$ cat src/rtl/fwb_pkg.sv
package fwb_pkg;
  typedef enum logic [1:0] {
    SW_IDLE = 2'd0,
    SW_SCAN = 2'd1,
    SW_WAIT = 2'd2
  } sweep_state_t;
endpackage

$ cat src/rtl/fwb_period_timer.sv
module fwb_period_timer #(
  parameter int PERIOD_W = 16
) (
  input  logic                clk,
  input  logic                rst_n,
  input  logic [PERIOD_W-1:0] period_i,
  input  logic                restart_i,
  output logic                expired_o
);
  logic [PERIOD_W-1:0] cnt_q, cnt_d;
  logic                cnt_en;

  assign expired_o = (cnt_q >= period_i);

  always_comb begin
    cnt_en = restart_i || !expired_o;
    cnt_d  = restart_i ? '0 : cnt_q + 1'b1;
  end

  always_ff @(posedge clk or negedge rst_n) begin
    if (!rst_n)      cnt_q <= '0;
    else if (cnt_en) cnt_q <= cnt_d;
  end
endmodule

$ cat src/rtl/fwb_line_flags.sv
module fwb_line_flags #(
  parameter int LINES = 8,
  parameter int IDX_W = 3
) (
  input  logic             clk,
  input  logic             rst_n,
  input  logic             upd_valid_i,
  input  logic [IDX_W-1:0] upd_line_i,
  input  logic             evict_valid_i,
  input  logic [IDX_W-1:0] evict_line_i,
  input  logic             done_valid_i,
  input  logic [IDX_W-1:0] done_line_i,
  input  logic             mark_valid_i,
  input  logic [IDX_W-1:0] mark_line_i,
  output logic [LINES-1:0] dirty_o,
  output logic [LINES-1:0] fwb_o
);
  for (genvar g = 0; g < LINES; g++) begin : g_line
    logic hit_upd, hit_clr, hit_mark, en;
    logic dirty_q, dirty_d, fwb_q, fwb_d;

    always_comb begin
      hit_upd  = upd_valid_i && (upd_line_i == IDX_W'(g));
      hit_clr  = (evict_valid_i && (evict_line_i == IDX_W'(g))) ||
                 (done_valid_i  && (done_line_i  == IDX_W'(g)));
      hit_mark = mark_valid_i && (mark_line_i == IDX_W'(g));
      en       = hit_upd || hit_clr || hit_mark;
      // a store keeps new data dirty; clearing dirty always drops the force mark
      dirty_d  = hit_upd ? 1'b1 : (hit_clr ? 1'b0 : dirty_q);
      fwb_d    = hit_clr ? 1'b0 : (hit_mark ? 1'b1 : fwb_q);
    end

    always_ff @(posedge clk or negedge rst_n) begin
      if (!rst_n) begin
        dirty_q <= 1'b0;
        fwb_q   <= 1'b0;
      end else if (en) begin
        dirty_q <= dirty_d;
        fwb_q   <= fwb_d;
      end
    end

    assign dirty_o[g] = dirty_q;
    assign fwb_o[g]   = fwb_q;
  end
endmodule

$ cat src/rtl/fwb_sweep_fsm.sv
module fwb_sweep_fsm
  import fwb_pkg::*;
#(
  parameter int LINES = 8,
  parameter int IDX_W = 3
) (
  input  logic             clk,
  input  logic             rst_n,
  input  logic             expired_i,
  input  logic             hold_i,
  input  logic             ack_i,
  input  logic [LINES-1:0] dirty_i,
  input  logic [LINES-1:0] fwb_i,
  output logic             restart_o,
  output logic             mark_valid_o,
  output logic             done_valid_o,
  output logic             req_o,
  output logic [IDX_W-1:0] idx_o
);
  localparam logic [IDX_W-1:0] LAST = IDX_W'(LINES - 1);

  sweep_state_t     state_q, state_d;
  logic [IDX_W-1:0] idx_q, idx_d;
  logic             advance, cur_dirty, cur_fwb;

  assign cur_dirty = dirty_i[idx_q];
  assign cur_fwb   = fwb_i[idx_q];

  always_comb begin
    state_d      = state_q;
    idx_d        = idx_q;
    restart_o    = 1'b0;
    mark_valid_o = 1'b0;
    done_valid_o = 1'b0;
    advance      = 1'b0;
    unique case (state_q)
      SW_IDLE: if (expired_i) begin
        restart_o = 1'b1;
        state_d   = SW_SCAN;
        idx_d     = '0;
      end
      SW_SCAN: begin
        if (cur_dirty && cur_fwb) begin
          if (!hold_i) state_d = SW_WAIT;
        end else begin
          mark_valid_o = cur_dirty;
          advance      = 1'b1;
        end
      end
      SW_WAIT: if (ack_i) begin
        done_valid_o = 1'b1;
        advance      = 1'b1;
      end
      default: state_d = SW_IDLE;
    endcase
    if (advance) begin
      if (idx_q == LAST) state_d = SW_IDLE;
      else begin
        state_d = SW_SCAN;
        idx_d   = idx_q + 1'b1;
      end
    end
  end

  always_ff @(posedge clk or negedge rst_n) begin
    if (!rst_n) begin
      state_q <= SW_IDLE;
      idx_q   <= '0;
    end else begin
      state_q <= state_d;
      idx_q   <= idx_d;
    end
  end

  assign req_o = (state_q == SW_WAIT);
  assign idx_o = idx_q;
endmodule

$ cat src/rtl/fwb_scanner.sv
module fwb_scanner #(
  parameter int LINES    = 8,
  parameter int PERIOD_W = 16,
  parameter int IDX_W    = (LINES > 1) ? $clog2(LINES) : 1
) (
  input  logic                clk,
  input  logic                rst_n,
  input  logic [PERIOD_W-1:0] period_i,
  input  logic                upd_valid_i,
  input  logic [IDX_W-1:0]    upd_line_i,
  input  logic                evict_valid_i,
  input  logic [IDX_W-1:0]    evict_line_i,
  output logic                wb_req_o,
  output logic [IDX_W-1:0]    wb_line_o,
  input  logic                wb_ack_i,
  input  logic                cs_req_i,
  output logic                cs_grant_o,
  output logic [LINES-1:0]    dirty_o,
  output logic [LINES-1:0]    fwb_o
);
  logic expired, restart, mark_valid, done_valid;

  fwb_period_timer #(.PERIOD_W(PERIOD_W)) u_timer (
    .clk(clk), .rst_n(rst_n), .period_i(period_i),
    .restart_i(restart), .expired_o(expired)
  );

  fwb_sweep_fsm #(.LINES(LINES), .IDX_W(IDX_W)) u_sweep (
    .clk(clk), .rst_n(rst_n), .expired_i(expired), .hold_i(cs_req_i),
    .ack_i(wb_ack_i), .dirty_i(dirty_o), .fwb_i(fwb_o),
    .restart_o(restart), .mark_valid_o(mark_valid), .done_valid_o(done_valid),
    .req_o(wb_req_o), .idx_o(wb_line_o)
  );

  fwb_line_flags #(.LINES(LINES), .IDX_W(IDX_W)) u_flags (
    .clk(clk), .rst_n(rst_n),
    .upd_valid_i(upd_valid_i), .upd_line_i(upd_line_i),
    .evict_valid_i(evict_valid_i), .evict_line_i(evict_line_i),
    .done_valid_i(done_valid), .done_line_i(wb_line_o),
    .mark_valid_i(mark_valid), .mark_line_i(wb_line_o),
    .dirty_o(dirty_o), .fwb_o(fwb_o)
  );

  assign cs_grant_o = cs_req_i && !wb_req_o;
endmodule

$ cat config.mk
export PLATFORM = sky130hd
export DESIGN_NAME = fwb_scanner
export DESIGN_NICKNAME = d
export VERILOG_FILES = /design/src/rtl/fwb_pkg.sv /design/src/rtl/fwb_period_timer.sv /design/src/rtl/fwb_line_flags.sv /design/src/rtl/fwb_sweep_fsm.sv /design/src/rtl/fwb_scanner.sv
export SDC_FILE = /design/constraint.sdc
export NUM_CORES = 1
export LEC_CHECK = 0
export ABC_CLOCK_PERIOD_IN_PS = 3580
export BUFFER_PORTS_ARGS = -buffer_cell sky130_fd_sc_hd__buf_2
export CAP_MARGIN = 5
export CORE_UTILIZATION = 45
export CTS_CLUSTER_DIAMETER = 60
export DETAILED_ROUTE_END_ITERATION = 8
export GPL_TIMING_DRIVEN = 0
export PLACE_DENSITY = 0.69
export SLEW_MARGIN = 20
export SYNTH_ARGS = -nofsm -noshare
export SYNTH_HDL_FRONTEND = slang
export SYNTH_SLANG_ARGS = --single-unit
$ cat constraint.sdc
create_clock -name clk -period 3.58 [get_ports clk]
set_input_delay 0.537 -clock clk [delete_from_list [all_inputs] [get_ports clk]]
set_output_delay 0.537 -clock clk [all_outputs]
set_load 0.03 [all_outputs]
==> reports/qor.yml, run 1 <==
routing:
  wl_per_cell_um: 13.9
  postRouteAntennaNets: 0
  via_count: 2192
  drt-initial-drc-count: 88
  totalWireLength_mm: 5.73
  viasPerCell: 5.31
  drc: 0
  dr.pass1.iters: 4
sta:
  fin_crit_sh: 0.661
  fmax_mhz: 423
  tns_ns: 0
  setup_viol: 0
  fin_crit_ns: 2.37
  finalClockSkew_ns: 0.00903
  slew_violations: 0
  fin_ws_ns: 1.21
  hold-worst-slack_ns: 0.346
  max_slew_margin: 0.429
  hold_viol_final: 0
  rsz0062_at_grt: "false"
  worst_pin_slew_ns: 0.856
final_layout:
  final_cell_area_mm2: 0.00307
  area_delta_synth_final_pct: 15.1
  n_antenna_cell: 0
  drive_gt1_frac: 0.258
  post-route-util: 0.548
  nets: 398
power_and_ir_drop:
  pwr-share-clk: 0.128
  swShare: 0.433
  powerDensity_mw_per_mm2: 688
  ir_drop_v: 0.000475
  internal_power_w: 0.00120
  power_switching_w: 0.000915
  power_leakage_nw: 1.66
  p_seq_frac: 0.325
  comb_power_share: 0.547
placed_design:
  gp_congestion: 0.800
  port_buffers: 48
  pre_cts_slack_ns: 0.972
  place_area_mm2: 0.00300
  dpl.hpwl_mm: 4.40
grt:
  antenna_found_initial: 0
  grt_max_degree: 38
  overflow: 0
  grt_usage: 0.200
  grt_pass1_wl_mm: 9.58
  grt_pass1_vias: 2115
logic_synthesis:
  synth_area_leader_cell: "dfrtp_1"
  synth.distinct_cells: 46
  yosys-top-cells-area: "dfrtp_1 35%, ha_1 13%, buf_4 4.8%, inv_1 4.6%, a21oi_1 4.3%"
  syn_inst: 287
  synth.avg_cell_area_um2: 9.30
  synth-main-ff-cell: "dfrtp_1"
  ys_async_sr_fraction: 1.00
  synthTopCellsByCount: "37 x dfrtp_1, 33 x inv_1, 28 x ha_1"
  synth_edf_count: 0
  yosysTopAreaCellShare: 0.347
  ys_warn_count: 0
  synth_seq_cells: 37
  ys_seq_area_frac: 0.347
  synth_most_common_cell: "dfrtp_1"
  syn_area_mm2: 0.00267
  synth_nets: 343
cts:
  h-tree-depth: 2
  clk_root_buffer_cell: "clkbuf_8"
  cts.sinks: 37
  tritoncts: "built"
  numCtsBuffers: 5
  clock_latency_ns: 0.29
  postCtsHoldBufs: 0
  clk_pin_slew_worst_paths_ns: 0.07
  clockBufferDepth: 2
  cts_resized: 0
  post_cts_buffers: 0
floorplan:
  row_count: 27
  die_height_um: 79.0
  core_area_mm2: 0.00561
  initial_utilization: 0.476
  ios: 49
  design.die.area_mm2: 0.00625
  dieWidth_um: 79.0
critical_path:
  max_stage_delay_ns: 0.43
  worst-r2r-cell-count: 9
  arrival_ns: 2.58
  rrSetupSlack_ns: 1.21
  crit_path_start_kind: "flip-flop"
  crit_chain: "ha_1, nand4_1, nor3_1, nand4_1, o211a_2, a21oi_2, buf_4, o21bai_1, o2bb2ai_1"
  r2r_end: "u_timer.cnt_q[6]"
  path_class: "reg -> reg"
  required_ns: 3.80
  cp_common_cell: "nand4_1"
  end_kind: "flip-flop"
  timing.rr.start: "u_timer.cnt_q[12]"
  slowest_stage: "dfrtp_1"
  cp_max_fo: 10
hold_path:
  min_path_type: "in -> async"
run_status:
  status: "finished clean"
flow_run:
  maxCapViolCount: 0
==> worst max path at each step <==
stage | startpoint | endpoint | slack, ns | depth (start not counted)
CTS | u_timer.cnt_q[12] | u_timer.cnt_q[6] | 1.19 | 9
detailed placement | period_i[14] | u_timer.cnt_q[6] | 0.97 | 11
finish | u_timer.cnt_q[12] | u_timer.cnt_q[6] | 1.21 | 9
floorplan | period_i[5] | u_timer.cnt_q[9] | 1.33 | 10
global placement | period_i[14] | u_timer.cnt_q[6] | 1.0 | 11
global route | u_timer.cnt_q[14] | u_timer.cnt_q[6] | 0.93 | 9
==> stage by stage <==
stage | instances | total power (W)
finish | 413 | 0.00211
global route | 413 | 0.00228
CTS | 413 | 0.00214
detailed placement | 407 | 0.00186
global placement | 407 | 0.00183
floorplan | 287 | 0.00157
==> layout make-up <==
| type | instances | area (µm²) |
|---|---|---|
| plain buffers | 22 | 159 |
| repair buffers | 48 | 240 |
| flip-flops and latches | 37 | 926 |
| inverters | 33 | 124 |
| multi-input cells | 195 | 1460 |
| well taps | 72 | 90.1 |
| clock buffers | 5 | 68.8 |
| clock inverters | 1 | 5.00 |
| fillers | 550 | 2530 |
==> worst max-delay path, delay by kind of cell (launching register included) <==
family,cells,cell delay (ns)
DFF,1,0.43
AOI/OAI and AO/OA,4,0.81
and+or+nand+nor,3,0.54
adders and majority gates,1,0.30
buffers and inverters,1,0.23
==> layout by cell type, fill, tap and decap left out, drive strengths merged <==
cell type	netlist	final
o21ai	10	10
nor2	10	10
nor4	1	1
o2bb2ai	1	1
mux2i	3	3
o211a	1	1
clkbuf	0	5
or3	5	5
a22oi	4	4
mux2	1	1
nor3b	5	5
and2	4	4
nand3b	1	1
a221o	1	1
o41ai	1	1
a21oi	25	25
o21bai	6	6
nor3	3	3
mux4	4	4
nand2	20	20
xnor2	1	1
o21a	2	2
nand3	10	10
o22ai	1	1
nand4	5	5
nand2b	3	3
nor2b	8	8
clkinv	0	1
o32ai	2	2
a21o	9	9
inv	33	33
a22o	3	3
a32oi	1	1
and3	10	10
a32o	5	5
dfrtp	37	37
o31ai	1	1
ha	28	28
buf	22	70
==> power groups by stage <==
stage	clock network [W]	logic [W]	registers, W
floorplan	0	0.000890	0.000684
global placement	0	0.00114	0.000694
detailed placement	0	0.00117	0.000697
CTS	0.000278	0.00117	0.000689
global route	0.000292	0.00128	0.000711
finish	0.000271	0.00116	0.000688
==> cells by family (layout without fill, tap and decap cells) <==
kind of cell	Yosys count	after routing	synth area share
and+or+nand+nor	85	85	0.171
AOI/OAI and AO/OA	73	73	0.192
buffers and inverters	55	109	0.106
DFF	37	37	0.347
adders and majority gates	28	28	0.131
muxes	8	8	0.0506
xor gates and xnor gates	1	1	0.00328
==> sequential cells by signal, summed over array words and instances, names as in the netlist <==
signal	cells
u_sweep.state_q	2
u_timer.cnt_q	16
u_flags.g_line.dirty_q	8
u_flags.g_line.fwb_q	8
u_sweep.idx_o	3
==> per-layer routing <==
metal,track usage,share of wire
met1,0.262,0.48
met2,0.338,0.48
met3,0.0391,0.037
met4,0.0509,0.0085
met5,0,0
(Power assumes the default switching activity.)
==> run 2, diff against run 1 <==
Settings changed: ABC_CLOCK_PERIOD_IN_PS 3580 to 2200.
Clock period 3.58 ns to 2.2 ns, I/O delays scaled along.
==> run 2 against run 1 <==
Highest routed layer unchanged; final area grew 10%; largest power group unchanged; worst setup slack worse by 1.2 ns; clock-buffer cell count is the same; worst hold slack worse by 0.20 ns; utilization rose by 5.5 points.
==> reports/qor.yml, run 2 (synthesis gave the netlist of run 1 again) <==
sta:
  fmax_mhz: 462  # was 423 MHz
  worst_pin_slew_ns: 0.861  # was 0.856 ns
  fin_crit_ns: 2.17  # was 2.37 ns
  fin_crit_sh: 0.984  # was 0.661
  setup_viol: 0  # unchanged
  slew_violations: 0  # unchanged
  fin_ws_ns: 0.0341  # was 1.21 ns
  hold_viol_final: 0  # unchanged
  max_slew_margin: 0.426  # was 0.429
  tns_ns: 0  # unchanged
  rsz0062_at_grt: "true"  # was false
  finalClockSkew_ns: 0.00775  # was 0.00903 ns
placed_design:
  pre_cts_slack_ns: -0.201  # was 0.972 ns
  dpl.hpwl_mm: 4.40  # unchanged
  port_buffers: 48  # unchanged
  dpl.cell_count: 407  # unchanged
  gp_congestion: 0.800  # unchanged
routing:
  dr.pass1.iters: 4  # unchanged
  via_count: 2320  # was 2192
  drt-initial-drc-count: 112  # was 88
  drc: 0  # unchanged
  postRouteAntennaNets: 0  # unchanged
  wl_per_cell_um: 14.6  # was 13.9 µm
  totalWireLength_mm: 6.30  # was 5.73 mm
  viasPerCell: 5.37  # was 5.31
cts:
  numCtsBuffers: 5  # unchanged
  clock_latency_ns: 0.29  # about the same
  h-tree-depth: 2  # unchanged
  cts.sinks: 37  # unchanged
  clk_pin_slew_worst_paths_ns: 0.07  # about the same
  clk_root_buffer_cell: "clkbuf_8"  # unchanged
  tritoncts: "built"  # unchanged
  clockBufferDepth: 2  # unchanged
  postCtsHoldBufs: 0  # unchanged
power_and_ir_drop:
  power_leakage_nw: 1.77  # was 1.66 nW
  powerDensity_mw_per_mm2: 1070  # was 688 mW/mm²
  ir_drop_v: 0.000769  # was 0.000475 V
  internal_power_w: 0.00207  # was 0.00120 W
  pwr-share-clk: 0.122  # was 0.128
  power_switching_w: 0.00156  # was 0.000915 W
  p_seq_frac: 0.304  # was 0.325
  swShare: 0.429  # was 0.433
  comb_power_share: 0.574  # was 0.547
critical_path:
  rrSetupSlack_ns: 0.03  # was 1.21 ns
  arrival_ns: 2.38  # was 2.58 ns
  startpoint: "u_timer.cnt_q[5]"  # was u_timer.cnt_q[12]
  path_class: "reg -> reg"  # unchanged
  cp_max_fo: 5  # was 10
  required_ns: 2.41  # was 3.80 ns
  end_kind: "flip-flop"  # unchanged
  timing.rr.start: "u_timer.cnt_q[5]"  # was u_timer.cnt_q[12]
  crit_path_start_kind: "flip-flop"  # unchanged
final_layout:
  largest_register_ffs: 16  # unchanged
  final_common_cell: "buf_2"  # unchanged
  layout.cells.non_filler: 432  # was 413
  nets: 417  # was 398
  top_regs: "u_timer.cnt_q x16, u_flags.g_line.dirty_q x8, u_flags.g_line.fwb_q x8"  # unchanged
  nFillCells: 515  # was 550
  n_antenna_cell: 0  # unchanged
  final_cell_mix: "49 x buf_2, 35 x buf_4, 33 x inv_1, 33 x dfrtp_1, 22 x ha_1"  # was 52 x buf_2, 37 x dfrtp_1, 33 x inv_1, 28 x ha_1, 23 x a21oi_1
  regMostFlops: "u_timer.cnt_q"  # unchanged
  drive_gt1_frac: 0.358  # was 0.258
  area_delta_synth_final_pct: 26.6  # was 15.1%
grt:
  grt_max_degree: 38  # unchanged
  grt_usage: 0.206  # was 0.200
  antenna_found_initial: 0  # unchanged
  grt_pass1_wl_mm: 9.85  # was 9.58 mm
  overflow: 0  # unchanged
  grt_pass1_vias: 2175  # was 2115
floorplan:
  design.die.area_mm2: 0.00625  # unchanged
  die_height_um: 79.0  # unchanged
  initial_utilization: 0.476  # unchanged
  ios: 49  # unchanged
  dieWidth_um: 79.0  # unchanged
  core_area_mm2: 0.00561  # unchanged
  row_count: 27  # unchanged
hold_path:
  min_path_type: "in -> async"  # unchanged
flow_run:
  maxCapViolCount: 0  # unchanged
run_status:
  status: "finished clean"  # unchanged
## run 2: metrics by stage
step / cell area, µm² / power [W] / hold WS [ns] / util
floorplan: 2670 / 0.00256 / 0.0344 / -
global placement: 3000 / 0.00299 / 0.490 / 0.535
detailed placement: 3000 / 0.00303 / 0.496 / 0.535
CTS: 3170 / 0.00354 / 0.182 / 0.565
global route: 3380 / 0.00390 / 0.241 / 0.603
finish: 3380 / 0.00363 / 0.143 / 0.603
## run 2: metal layers
layer | vias up | GRT usage | wire (µm)
met1 | 1108 | 0.263 | 2900
met4 | 0 | 0.0509 | 53
met3 | 6 | 0.0391 | 223
met2 | 53 | 0.357 | 3120
li1 | 1153 | - | -
met5 | - | 0 | 0
## run 2: cell type report
type | instances | area [µm²] | area share
plain buffers | 22 | 178 | 0.0526
clock buffers | 5 | 68.8 | 0.0204
clock inverters | 1 | 5.00 | 0.00148
inverters | 33 | 124 | 0.0366
multi-input cells | 195 | 1600 | 0.473
flip-flops and latches | 37 | 931 | 0.275
well taps | 72 | 90.1 | 0.0266
repair buffers | 67 | 387 | 0.114
## run 2: timing repair
action | 4_1_cts | 5_1_grt
cloned | 1 | 0
gates resized for setup | 11 | 23
buffers inserted | 6 | 12
setup endpoints to repair | 21 | 21
pin swaps | 3 | 10
## run 2: power groups by stage
| stage | clock network [W] | logic (W) | registers [W] |
|---|---|---|---|
| 2_1_floorplan | 0 | 0.00145 | 0.00111 |
| 3_3_place_gp | 0 | 0.00186 | 0.00113 |
| 3_5_place_dp | 0 | 0.00190 | 0.00113 |
| 4_1_cts | 0.000452 | 0.00198 | 0.00111 |
| 5_1_grt | 0.000475 | 0.00229 | 0.00114 |
| 6_report | 0.000442 | 0.00208 | 0.00110 |
## run 2: worst paths after layout
path | to | cells past startpoint
setup reg to reg | u_timer.cnt_q[15] | 9
min in group clk | u_flags.g_line[1].dirty_q | 2
hold reg to reg | u_timer.cnt_q[0] | 1
setup / recovery | u_timer.cnt_q[15] | 9
hold / removal | u_flags.g_line[3].fwb_q | 1
max in group asynchronous | u_timer.cnt_q[6] | 1
## run 2: critical path, cell delays in order, from the launching register on
cell and delay, ns:
dfrtp_1 0.42, ha_4 0.23, a21o_1 0.18, a221o_1 0.32, nand2_1 0.09, o211a_4 0.20
nand2_2 0.10, buf_6 0.15, or3_1 0.34, o21ai_1 0.08
